--- src/rtl/irq_seq_pkg.sv ---
package irq_seq_pkg;
  typedef enum logic [1:0] {
    SRC_NONE = 2'd0,
    SRC_NMI  = 2'd1,
    SRC_IRQ  = 2'd2,
    SRC_BRK  = 2'd3
  } src_e;

  typedef enum logic [2:0] {
    ST_IDLE = 3'd0,
    ST_PH   = 3'd1,
    ST_PL   = 3'd2,
    ST_PS   = 3'd3,
    ST_VEC  = 3'd4
  } seq_st_e;
endpackage

--- src/rtl/irq_nmi_latch.sv ---
module irq_nmi_latch (
  input  logic clk,
  input  logic rst,
  input  logic nmi_n,
  input  logic take,
  output logic pend
);
  logic prev;
  logic fall;

  assign fall = prev & ~nmi_n;

  always_ff @(posedge clk) begin
    if (rst) begin
      prev <= 1'b1;
      pend <= 1'b0;
    end else begin
      prev <= nmi_n;
      pend <= fall | (pend & ~take);
    end
  end
endmodule

--- src/rtl/irq_pick.sv ---
module irq_pick
  import irq_seq_pkg::*;
(
  input  logic pend_nmi,
  input  logic irq_n,
  input  logic i_mask,
  input  logic brk_op,
  output src_e src
);
  always_comb begin
    if (pend_nmi)                src = SRC_NMI;
    else if (!irq_n && !i_mask)  src = SRC_IRQ;
    else if (brk_op)             src = SRC_BRK;
    else                         src = SRC_NONE;
  end
endmodule

--- src/rtl/irq_push_seq.sv ---
module irq_push_seq
  import irq_seq_pkg::*;
#(
  parameter int          AW         = 16,
  parameter int          DW         = 8,
  parameter int          SPW        = 8,
  parameter logic [AW-SPW-1:0] STACK_PAGE = 'h01,
  parameter logic [AW-1:0] NMI_VEC  = 16'hFFFA,
  parameter logic [AW-1:0] IRQ_VEC  = 16'hFFFE,
  parameter logic [AW-1:0] BRK_VEC  = 16'hFFFE,
  parameter int          I_BIT      = 2,
  parameter int          B_BIT      = 4
) (
  input  logic          clk,
  input  logic          rst,
  input  logic          start,
  input  src_e          src,
  input  logic [AW-1:0] pc_in,
  input  logic [SPW-1:0] sp_in,
  input  logic [DW-1:0] status_in,
  output logic          busy,
  output logic          stk_we,
  output logic [AW-1:0] stk_addr,
  output logic [DW-1:0] stk_wdata,
  output logic          vec_valid,
  output logic [AW-1:0] vec_addr,
  output logic [1:0]    vec_src,
  output logic [SPW-1:0] sp_out,
  output logic [DW-1:0] status_out
);
  localparam logic [SPW-1:0] ONE = SPW'(1);

  seq_st_e        st;
  src_e           src_q;
  logic [DW-1:0]  pcl_q;
  logic [SPW-1:0] sp_q;
  logic [DW-1:0]  stat_q;
  logic [DW-1:0]  push_stat;
  logic [AW-1:0]  vec_sel;

  assign busy = (st != ST_IDLE);

  always_comb begin
    push_stat        = stat_q;
    push_stat[B_BIT] = (src_q == SRC_BRK);
  end

  always_comb begin
    case (src_q)
      SRC_NMI: vec_sel = NMI_VEC;
      SRC_IRQ: vec_sel = IRQ_VEC;
      default: vec_sel = BRK_VEC;
    endcase
  end

  always_ff @(posedge clk) begin
    if (rst) begin
      st         <= ST_IDLE;
      src_q      <= SRC_NONE;
      pcl_q      <= '0;
      sp_q       <= '0;
      stat_q     <= '0;
      stk_we     <= 1'b0;
      stk_addr   <= '0;
      stk_wdata  <= '0;
      vec_valid  <= 1'b0;
      vec_addr   <= '0;
      vec_src    <= 2'd0;
      sp_out     <= '0;
      status_out <= '0;
    end else begin
      case (st)
        ST_IDLE: begin
          vec_valid  <= 1'b0;
          if (start) begin
            st        <= ST_PH;
            src_q     <= src;
            pcl_q     <= pc_in[DW-1:0];
            sp_q      <= sp_in;
            stat_q    <= status_in;
            stk_we    <= 1'b1;
            stk_addr  <= {STACK_PAGE, sp_in};
            stk_wdata <= pc_in[AW-1 -: DW];
          end
        end
        ST_PH: begin
          st        <= ST_PL;
          stk_addr  <= {STACK_PAGE, sp_q - ONE};
          stk_wdata <= pcl_q;
        end
        ST_PL: begin
          st        <= ST_PS;
          stk_addr  <= {STACK_PAGE, sp_q - SPW'(2)};
          stk_wdata <= push_stat;
        end
        ST_PS: begin
          st         <= ST_VEC;
          stk_we     <= 1'b0;
          stk_addr   <= '0;
          stk_wdata  <= '0;
          vec_valid  <= 1'b1;
          vec_addr   <= vec_sel;
          vec_src    <= src_q;
          sp_out     <= sp_q - SPW'(3);
          status_out <= stat_q | (DW'(1) << I_BIT);
          status_out[B_BIT] <= 1'b0;
        end
        default: begin
          st         <= ST_IDLE;
          vec_valid  <= 1'b0;
          vec_addr   <= '0;
          vec_src    <= 2'd0;
          sp_out     <= '0;
          status_out <= '0;
        end
      endcase
    end
  end
endmodule

--- src/rtl/irq_entry_seq.sv ---
module irq_entry_seq
  import irq_seq_pkg::*;
#(
  parameter int AW  = 16,
  parameter int DW  = 8,
  parameter int SPW = 8,
  parameter logic [AW-SPW-1:0] STACK_PAGE = 'h01,
  parameter logic [AW-1:0] NMI_VEC = 16'hFFFA,
  parameter logic [AW-1:0] IRQ_VEC = 16'hFFFE,
  parameter logic [AW-1:0] BRK_VEC = 16'hFFFE,
  parameter int I_BIT = 2,
  parameter int B_BIT = 4
) (
  input  logic           clk,
  input  logic           rst,
  input  logic           nmi_n,
  input  logic           irq_n,
  input  logic           boundary,
  input  logic           brk_op,
  input  logic [AW-1:0]  pc_in,
  input  logic [SPW-1:0] sp_in,
  input  logic [DW-1:0]  status_in,
  output logic           busy,
  output logic           stk_we,
  output logic [AW-1:0]  stk_addr,
  output logic [DW-1:0]  stk_wdata,
  output logic           vec_valid,
  output logic [AW-1:0]  vec_addr,
  output logic [1:0]     vec_src,
  output logic [SPW-1:0] sp_out,
  output logic [DW-1:0]  status_out
);
  logic pend_nmi;
  logic accept;
  logic take_nmi;
  src_e src;

  assign accept   = boundary & ~busy & (src != SRC_NONE);
  assign take_nmi = accept & (src == SRC_NMI);

  irq_nmi_latch u_nmi (
    .clk   (clk),
    .rst   (rst),
    .nmi_n (nmi_n),
    .take  (take_nmi),
    .pend  (pend_nmi)
  );

  irq_pick u_pick (
    .pend_nmi (pend_nmi),
    .irq_n    (irq_n),
    .i_mask   (status_in[I_BIT]),
    .brk_op   (brk_op),
    .src      (src)
  );

  irq_push_seq #(
    .AW(AW), .DW(DW), .SPW(SPW), .STACK_PAGE(STACK_PAGE),
    .NMI_VEC(NMI_VEC), .IRQ_VEC(IRQ_VEC), .BRK_VEC(BRK_VEC),
    .I_BIT(I_BIT), .B_BIT(B_BIT)
  ) u_seq (
    .clk        (clk),
    .rst        (rst),
    .start      (accept),
    .src        (src),
    .pc_in      (pc_in),
    .sp_in      (sp_in),
    .status_in  (status_in),
    .busy       (busy),
    .stk_we     (stk_we),
    .stk_addr   (stk_addr),
    .stk_wdata  (stk_wdata),
    .vec_valid  (vec_valid),
    .vec_addr   (vec_addr),
    .vec_src    (vec_src),
    .sp_out     (sp_out),
    .status_out (status_out)
  );
endmodule

--- config.mk ---
export PLATFORM = sky130hd
export DESIGN_NAME = irq_entry_seq
export DESIGN_NICKNAME = d
export VERILOG_FILES = /design/src/rtl/irq_seq_pkg.sv /design/src/rtl/irq_nmi_latch.sv /design/src/rtl/irq_pick.sv /design/src/rtl/irq_push_seq.sv /design/src/rtl/irq_entry_seq.sv
export SDC_FILE = /design/constraint.sdc
export NUM_CORES = 1
export LEC_CHECK = 0
export BUFFER_PORTS_ARGS = -buffer_cell sky130_fd_sc_hd__buf_2
export CORE_MARGIN = 5
export CORE_UTILIZATION = 46
export DETAILED_ROUTE_END_ITERATION = 6
export PLACE_DENSITY = 0.76
export SLEW_MARGIN = 20
export SYNTH_ARGS = -nofsm -noshare
export SYNTH_HDL_FRONTEND = slang
export SYNTH_SLANG_ARGS = --single-unit
--- constraint.sdc ---
create_clock -name clk -period 1.8 [get_ports clk]
set_clock_uncertainty 0.15 [all_clocks]
set_input_delay 0.09 -clock clk [delete_from_list [all_inputs] [get_ports clk]]
set_output_delay 0.09 -clock clk [all_outputs]
set_load 0.02 [all_outputs]
# Word level (Yosys, flattened, before mapping)
# Index checks and enable logic that the tools add are counted.
classes:
  n_eq_ne: 7
  n_bitwise: 9
  mux: 17
  reduce_logical: 13
  add_sub_neg: 3
ops:
  columns: ["op", "n"]
  rows:
  - ["16-bit one-hot mux with 4 select lines", 1]
  - ["16-bit one-hot mux with 2 select lines", 1]
  - ["8-bit one-hot mux with 2 select lines", 2]
  - ["8-bit one-hot mux with 4 select lines", 1]
  - ["16-bit two-way mux", 1]
  - ["8-bit by 2-bit subtractor with 8-bit output, second input constant", 2]
  - ["3-bit one-hot mux with 4 select lines", 1]
  - ["8-bit two-way mux", 1]
  - ["8-bit by 1-bit subtractor with 8-bit output, second input constant", 1]
  - ["3-bit by 2-bit == test with 1-bit output, second input constant", 2]
  - ["2-bit two-way mux", 3]
  - ["3-bit two-way mux", 2]
  - ["2-bit AND reduction", 3]
  - ["1-bit AND", 5]
  - ["2-bit by 1-bit == test with 1-bit output, second input constant", 2]
  - ["1-bit one-hot mux with 2 select lines", 2]
  - ["2-bit one-hot mux with 2 select lines", 1]
  - ["2-bit nonzero test", 2]
  - ["4-bit nonzero test", 1]
  - ["3-bit by 1-bit == test with 1-bit output, second input constant", 1]
  - ["3-bit zero test", 1]
  - ["1-bit inverter", 3]
  - ["3-bit nonzero test", 1]
  - ["3-bit OR reduction", 1]
  - ["7 further kinds", 8]
totals:
  regBits: 91
  output_inout_bits: 61
  wordCells: 64

# Logic depth before layout (Yosys ltp)
# Gate-level depths: netlist of the first run.
logic_depth:
  word_depth: 10
  ltp_mapped: 8
  depth_no_buf: 7

# By module
# From an unflattened synthesis of the first run, not the netlist that was laid out.
unflattened:
  hier_cells: 409
  hier_area_um2: 3268.1
by_module_without_submodules:
  columns: ["module", "seq_area_each_um2", "area_per_inst_um2", "cells_per_inst", "n_inst"]
  rows:
  - ["irq_push_seq", 1301.2, 3154.3, 396, 1]
  - ["irq_nmi_latch", 40.0, 67.6, 6, 1]
  - ["irq_entry_seq", 0.0, 23.8, 3, 1]
  - ["irq_pick", 0.0, 22.5, 4, 1]

# Worst setup path after synthesis of the first run
# OpenSTA, ideal clock, no wires.
synth_timing:
  path_kind: "flip-flop to flip-flop"
  start: "register u_seq.sp_q[2]"
  end: "register u_seq.sp_out[7]"
  setup_time_ps: 86
  required_time_ps: 1564
  arrival_time_ps: 1573
  synth_period_minus_slack_ps: 1809
  path_stages_with_launch: 9
  path_slack_ps: -9
  cell_sequence: "dfxtp_1 -> buf_6 -> inv_1 -> ha_1 -> a21oi_1 -> nor3b_1 -> nand2_1 -> xor2_1 -> a211oi_1"
synth_via:
  elab_chain_cells: 2
synth_rtl:
  columns: ["item", "line", "text"]
  rows:
  - ["start: declaration", "irq_push_seq.sv:36", "logic [SPW-1:0] sp_q;"]
  - ["start signal: assignment", "irq_push_seq.sv:79", "sp_q <= sp_in;"]
  - ["8-bit by 2-bit subtractor with 8-bit output", "irq_push_seq.sv:104", "sp_out <= sp_q - SPW'(3);"]
  - ["8-bit one-hot mux with 2 select lines", "irq_push_seq.sv:72", "case (st)"]
  - ["end signal: assignment", "irq_push_seq.sv:104", null]
  - ["end: declaration", "irq_push_seq.sv:28", "output logic [SPW-1:0] sp_out,"]
# No other way between the ends.
# A chain may end at the register's enable or synchronous reset.

# Worst setup path in the final report of the first run
layout_timing:
  start: "register u_seq.sp_q[2]"
  end: "register u_seq.stk_addr[6]"
layout_via:
  elab_chain_cells: 2
  word_cells_on_any_way: 3
  classes_between: "2 x add/sub; 1 x mux"
layout_rtl:
  columns: ["item", "line", "text"]
  rows:
  - ["8-bit by 2-bit subtractor with 8-bit output or 8-bit by 1-bit subtractor with 8-bit output (tied branches)", "irq_push_seq.sv:93, irq_push_seq.sv:88", null]
  - ["16-bit one-hot mux with 4 select lines *", "irq_push_seq.sv:72", null]
  - ["end signal: assignment", "irq_push_seq.sv:82", "stk_addr <= {STACK_PAGE, sp_in};"]
  - ["end signal: assignment", "irq_push_seq.sv:88", "stk_addr <= {STACK_PAGE, sp_q - ONE};"]
  - ["end signal: assignment", "irq_push_seq.sv:93", "stk_addr <= {STACK_PAGE, sp_q - SPW'(2)};"]
  - ["end: declaration", "irq_push_seq.sv:23", "output logic [AW-1:0] stk_addr,"]
# Every way passes the cells marked *; elsewhere a longest branch is shown, timed or not.

==> metrics.cfg, run 1 <==
[sta]
setup_viol=0
fmax_ghz=0.567
fin_ws_ns=0.0367
maxSlewViolCount=0
rsz0062_at_grt=true
fin_crit_sh=0.980
hold_violations=0
period_minus_slack_ns=1.76

[die]
die_x_um=92.8
core_um2=6720
start_util=0.469
dieArea_um2=8610
rows=30
boundaryPins=99
die_y_um=92.8

[critical_path]
cp_slowest_stage_delay_ns=0.55
start_kind=flop
endpoint_kind=flop
arrival_ns=1.82
critPathTopFamily=simple AND/OR/NAND/NOR gates
cp.required_ns=1.86
critPathKind=flop to flop
cp_slowest_cell=or4_4
worst-path-buf-inv=0
crit_fanout=4
path_cells=or4_4 > nand2_2 > o221ai_2 > a2111oi_2 > nor4_1

[cells_and_area]
final_layout_size_suffix_gt1_frac=0.319
n_fill_cell=579
area_delta_synth_final_pct=35.4
diodes=0
final_nets=565
fin_cells=607

[power]
power_density_nw_per_um2=1020
vdd_drop_max_mv=0.635
leakage_nw=1.92

[status]
outcome=finished clean

[placement]
gp_congestion=0.885
dpl.hpwl_um=6490
pre_cts_ws_ns=-0.0618
placed_cells=565
numPortBuffers=88

[logic_synthesis]
yosysSeqAreaShare=0.426
async_reset_ff_frac=0
synthesis.instances=401
yosysUniqueCellTypes=46
synth-edff-count=0
synth_flop_cell=dfxtp_1
syn_avg_cell_area_um2=7.86
synth_area_um2=3150
synth_warnings=0
ys_ff_latch=67

[global_routing]
grt_max_degree=43
grt_first_pass_wirelength_um=14700
first_global_vias=3029
overflow=0
antenna_found_initial=0
grt_usage=0.213

[detailed_routing]
drc=0
dr.pass1.iters=5
dr_total_vias=3234
detail_route.vias_per_cell=5.33
routed_wl_um=9200
ant_nets=0
avgRoutedWirePerCell_um=15.2
drt_iter0_drc=268

[clock_network]
cts_max_level=3
clk_latency_ns=0.34
cts_root_buf=clkbuf_8
clk_transition_reported_paths_ns=0.08
cts_buffer_depth=2
cts-buffers-inserted=9
cts_tree=done
cts_sinks=67

[hold_path]
hold_class=input pin to flop

[run]
cap_violations=0

-- worst min-delay path, delay by kind of cell --
| kind | cells | cell delay (ns) |
|---|---|---|
| buf+inv | 1 | 0.11 |
| simple gates | 2 | 0.25 |
-- cells in the mapped netlist (2+ instances only) --
master	number	area share
a21oi_1	51	0.081
a221oi_1	7	0.019
nor4_1	2	0.0040
dfxtp_1	67	0.43
xor2_1	4	0.011
nor3_1	7	0.011
nor2b_1	2	0.0040
a21o_1	3	0.0071
nor2_1	45	0.054
inv_1	9	0.011
nand2_1	81	0.096
buf_4	23	0.055
o21a_1	2	0.0048
ha_1	5	0.020
o21ai_0	7	0.011
nand3_1	4	0.0064
xnor2_1	5	0.014
or2_2	2	0.0040
a22oi_1	7	0.017
a311oi_1	2	0.0056
a211oi_1	15	0.036
buf_2	7	0.011
nor2_2	2	0.0040
clkbuf_1	19	0.023
a22o_1	2	0.0056
-- cell usage in the layout (no fill, tap or decap), drive strengths merged, types with 2 or more instances in the layout --
cell type	Yosys	layout
o21a	2	2
nor2	47	47
a2111oi	2	2
a22o	2	2
buf	32	128
a221oi	7	7
xor2	4	4
a22oi	7	7
dlygate4sd3	0	25
ha	5	5
nand2	81	81
nor4	2	2
nor3b	2	2
clkinvlp	0	2
nor3	7	7
o21ai	7	7
clkinv	0	3
nor2b	2	2
inv	9	10
xnor2	5	5
a311oi	2	2
clkbuf	19	9
conb	1	9
dfxtp	67	67
a211oi	15	15
or2	2	2
nand3	4	4
a21oi	51	51
a21o	3	3
-- kinds of logic (layout without fill, tap and decap cells) --
logic type,after synthesis,in the layout,synth area share
xor+xnor,9,9,0.0250
other cells,1,9,0.00119
simple gates,150,150,0.198
buf+inv,60,178,0.104
compound gates,109,109,0.226
flops,67,67,0.426
fa+ha+maj,5,5,0.0198
-- routing by layer --
layer / share of wire / vias to the layer above / track usage / wire [um]
met4: 0.031 / 0 / 0.0952 / 286
li1: - / 1593 / - / -
met3: 0.078 / 30 / 0.0382 / 722
met1: 0.45 / 1461 / 0.282 / 4110
met5: 0 / - / 0 / 0
met2: 0.44 / 150 / 0.338 / 4080
-- state kept, by name, indices dropped and copies added, names as in the netlist --
name,count
u_seq.stat_q,7
u_seq.vec_src,2
u_seq.pcl_q,8
u_seq.sp_out,8
u_seq.sp_q,8
u_seq.stk_addr,9
u_seq.stk_we,1
u_seq.vec_valid,1
u_seq.status_out,6
u_seq.vec_addr,2
u_seq.src_q,2
u_seq.st,3
u_nmi.prev,1
u_seq.stk_wdata,8
u_nmi.pend,1
-- path summary, 6_finish.rpt --
| path | start | end | slack (ns) | depth (start not counted) |
|---|---|---|---|---|
| worst max-delay path | u_seq.sp_q[2] | u_seq.stk_addr[6] | 0.04 | 5 |
| worst min-delay path | boundary | u_seq.src_q[0] | 0.01 | 3 |
| worst max register to register | u_seq.sp_q[2] | u_seq.stk_addr[6] | 0.04 | 5 |
| worst min register to register | u_seq.vec_src[0] | u_seq.vec_src[0] | 0.30 | 2 |
-- report_power, final --
part           internal [mW]  switching [mW]  leakage (nW)  total [mW]
Sequential              1.63           0.105         0.550        1.74
Clock                  0.646           0.606        0.0958        1.25
Combinational          0.573           0.781          1.27        1.35
-- layout make-up --
type,count,area (um^2),share of cell area
Clock buffer,9,124,0.0290
Clock inverter,7,76.3,0.0179
Inverter,9,33.8,0.00792
Multi-Input combinational cell,282,1580,0.371
Sequential cell,67,1350,0.315
Tap cell,80,100,0.0235
Timing Repair Buffer,153,1000,0.235
-- metrics by stage --
| step | power, mW | hold WS (ns) | util | instance area (um^2) | TNS (ns) |
|---|---|---|---|---|---|
| floorplan | 2.58 | 0.0466 | - | 3190 | -0.00875 |
| global placement | 2.99 | 0.147 | 0.556 | 3740 | -0.0195 |
| detailed placement | 3.01 | 0.148 | 0.556 | 3740 | -0.480 |
| CTS | 4.32 | 0.00448 | 0.626 | 4200 | 0 |
| global route | 4.57 | 0.00954 | 0.635 | 4270 | -0.0857 |
| finish | 4.34 | 0.0114 | 0.635 | 4270 | 0 |
-- timing repair --
| action | 4_1_cts | 5_1_grt |
|---|---|---|
| endpoints found under the setup margin | 12 | 18 |
| hold buffers | 25 | 0 |
| hold endpoints to repair | 27 | 0 |
| setup buffers | 0 | 1 |
| resized for setup | 7 | 13 |
| pin swaps | 2 | 3 |
Power figures use the tool's default switching activity.
==> run 2, diff against run 1 <==
--- a/config.mk
+++ b/config.mk
@@ -13,4 +13,5 @@
 export SLEW_MARGIN = 20
 export SYNTH_ARGS = -nofsm -noshare
 export SYNTH_HDL_FRONTEND = slang
+export SYNTH_HIERARCHICAL = 1
 export SYNTH_SLANG_ARGS = --single-unit
==> metrics.cfg, run 2 <==
[logic_synthesis]
yosysSeqAreaShare=0.410  ; was 0.426
synth.top_cells.by_area=dfxtp_1 41%, nand2_1 9.3%, a21oi_1 6.9%  ; was dfxtp_1 43%, nand2_1 9.6%, a21oi_1 8.1%
yosysUniqueCellTypes=50  ; was 46
syn_avg_cell_area_um2=7.99  ; was 7.86 um^2
async_reset_ff_frac=0  ; unchanged
synth_area_um2=3270  ; was 3150 um^2
synth_warnings=6  ; was 0
yosysTopAreaCell=dfxtp_1  ; unchanged
yosysMostFrequentCell=nand2_1  ; unchanged
synth-edff-count=0  ; unchanged
synth_flop_cell=dfxtp_1  ; unchanged
ys_ff_latch=67  ; unchanged
synth_top_area_frac=0.410  ; was 0.426
synth_common_cells=81 x nand2_1, 67 x dfxtp_1, 45 x a21oi_1  ; was 81 x nand2_1, 67 x dfxtp_1, 51 x a21oi_1
synthesis.instances=409  ; was 401

[sta]
fin_crit_sh=1.02  ; was 0.980
fmax_ghz=0.545  ; was 0.567 GHz
hold_slack_ns=0.0363  ; was 0.0114 ns
setup_viol=1  ; was 0
period_minus_slack_ns=1.84  ; was 1.76 ns
hold_violations=0  ; unchanged
maxSlewViolCount=0  ; unchanged
fin_setup_tns_ns=-0.0358  ; was 0 ns
rsz0062_at_grt=true  ; unchanged
fin_ws_ns=-0.0358  ; was 0.0367 ns

[cells_and_area]
fin_cells=633  ; was 607
area_delta_synth_final_pct=43.5  ; was 35.4%
final_nets=575  ; was 565
final_common_cell=buf_2  ; unchanged
largest_reg_flops=9  ; unchanged
largest_register=u_seq/stk_addr  ; was u_seq.stk_addr
diodes=0  ; unchanged
n_fill_cell=560  ; was 579
post-route-util=0.683  ; was 0.635
final_cell_mix=88 x buf_2, 73 x nand2_1, 62 x dfxtp_1, 37 x a21oi_1, 32 x buf_4  ; was 88 x buf_2, 79 x nand2_1, 66 x dfxtp_1, 49 x a21oi_1, 43 x nor2_1
final_layout_size_suffix_gt1_frac=0.385  ; was 0.319

[global_routing]
grt_first_pass_wirelength_um=14400  ; was 14,700 um
grt_max_degree=33  ; was 43
first_global_vias=2978  ; was 3,029
overflow=0  ; unchanged
grt_usage=0.206  ; was 0.213
antenna_found_initial=0  ; unchanged

[critical_path]
endpoint_kind=flop  ; unchanged
start_kind=flop  ; unchanged
critPathKind=flop to flop  ; unchanged
arrival_ns=1.94  ; was 1.82 ns
reg2regPathDepth=8  ; was 5
cp.required_ns=1.90  ; was 1.86 ns
crit_fanout=10  ; was 4

[clock_network]
cts_tree=done  ; unchanged
cts_max_level=3  ; unchanged
clk_transition_reported_paths_ns=0.08  ; about the same
cts_root_buf=clkbuf_8  ; unchanged
clk_latency_ns=0.34  ; about the same
cts_sinks=67  ; unchanged
cts_buffer_depth=2  ; unchanged
cts-buffers-inserted=9  ; unchanged

[detailed_routing]
dr_total_vias=3444  ; was 3,234
ant_nets=0  ; unchanged
drc=21  ; was 0
avgRoutedWirePerCell_um=15.8  ; was 15.2 um
drt_iter0_drc=267  ; was 268
routed_wl_um=10000  ; was 9200 um
detail_route.vias_per_cell=5.44  ; was 5.33
dr.pass1.iters=7  ; was 5

[power]
leakage_nw=2.01  ; was 1.92 nW
power_density_nw_per_um2=1050  ; was 1020 nW/um^2
p_seq_frac=0.365  ; was 0.400
swShare=0.343  ; about the same
pwr-share-comb=0.358  ; was 0.312
vdd_drop_max_mv=0.795  ; was 0.635 mV
p_switching_mw=1.69  ; was 1.49 mW
clkPwrFrac=0.277  ; was 0.288
p_int_mw=3.24  ; was 2.85 mW

[placement]
numPortBuffers=88  ; unchanged
placed_cells=583  ; was 565
dpl.hpwl_um=6550  ; was 6490 um
gp_congestion=0.872  ; was 0.885

[die]
rows=30  ; unchanged
boundaryPins=99  ; unchanged
dieArea_um2=8890  ; was 8610 um^2
start_util=0.476  ; was 0.469
core_um2=6870  ; was 6720 um^2
die_y_um=94.3  ; was 92.8 um
die_x_um=94.3  ; was 92.8 um

[hold_path]
hold_class=input pin to flop  ; unchanged
hold_depth=3  ; unchanged

[status]
violations=DRC, setup timing
outcome=finished, violations left  ; was finished clean

[run]
cap_violations=0  ; unchanged

-- run 2: changes by cell type in the layout (fill, tap and decap cells not counted), sizes merged, moves of 6 or more --
cell	change
nor2	-12
a211oi	+9
nand2b	+8
a222oi	+7
a22oi	-7
o2bb2ai	+6
-- run 2: path summary, 6_finish.rpt --
path	startpoint	to	slack, ns
worst min-delay path	pc_in[10]	u_seq/stk_wdata[2]	0.04
worst max-delay path	u_seq/st[2]	u_seq/stk_wdata[4]	-0.04
worst min register to register	u_seq/vec_src[1]	u_seq/vec_src[1]	0.30
worst max register to register	u_seq/st[2]	u_seq/stk_wdata[4]	-0.04
-- run 2: repair_timing --
item / CTS / global route
hold buffers: 25 / 0
setup buffers: 2 / 4
pin swaps: 5 / 18
gates cloned: 0 / 3
endpoints found under the hold margin: 30 / 0
resized for setup: 13 / 55
setup endpoints to repair: 55 / 53
-- run 2: cell families after synthesis --
group,Yosys count,share of synthesized area
mux,1,0.00306
other cells,1,0.00115
simple gates,149,0.203
fa+ha+maj,5,0.0191
compound gates,110,0.229
buf+inv,66,0.108
flops,67,0.410
xor+xnor,10,0.0268
-- run 2: cell type report --
cell class / count / area, um^2 / area share
tap: 96 / 120 / 0.0256
clock buffer: 10 / 128 / 0.0272
inverter: 11 / 46.3 / 0.00987
clock inverter: 6 / 90.1 / 0.0192
sequential: 67 / 1350 / 0.288
multi-input combinational: 284 / 1820 / 0.388
timing repair buffer: 159 / 1140 / 0.242
-- run 2: per-layer routing --
| metal | vias to the layer above | track usage | part of all wire |
|---|---|---|---|
| met1 | 1647 | 0.272 | 0.43 |
| met4 | 0 | 0.0866 | 0.015 |
| li1 | 1637 | - | - |
| met5 | - | 0 | 0 |
| met3 | 16 | 0.0313 | 0.065 |
| met2 | 144 | 0.335 | 0.49 |
-- run 2: metrics by stage --
step / worst slack (ns) / power [mW] / cell area [um^2]
after CTS: -0.0123 / 4.67 / 4410
final: -0.0358 / 4.92 / 4690
after global routing: -0.120 / 5.14 / 4690
after detailed placement: -0.177 / 3.22 / 3900
after floorplan: -0.0215 / 2.79 / 3400
after global placement: -0.0868 / 3.20 / 3900
-- run 2: worst max-delay path: stages (launching register included) --
cell	delay, ns
dfxtp_4	0.36
nor3_4	0.21
inv_2	0.10
nor3b_4	0.22
nor3_2	0.08
nor2_4	0.17
buf_12	0.15
nor2_1	0.07
a211oi_2	0.23
-- run 2: power by group through the flow --
stage	sequential, mW	clock [mW]	combinational, mW
finish	1.80	1.36	1.76
global route	1.81	1.45	1.89
CTS	1.79	1.39	1.50
detailed placement	1.82	0	1.40
global placement	1.81	0	1.38
floorplan	1.90	0	0.881
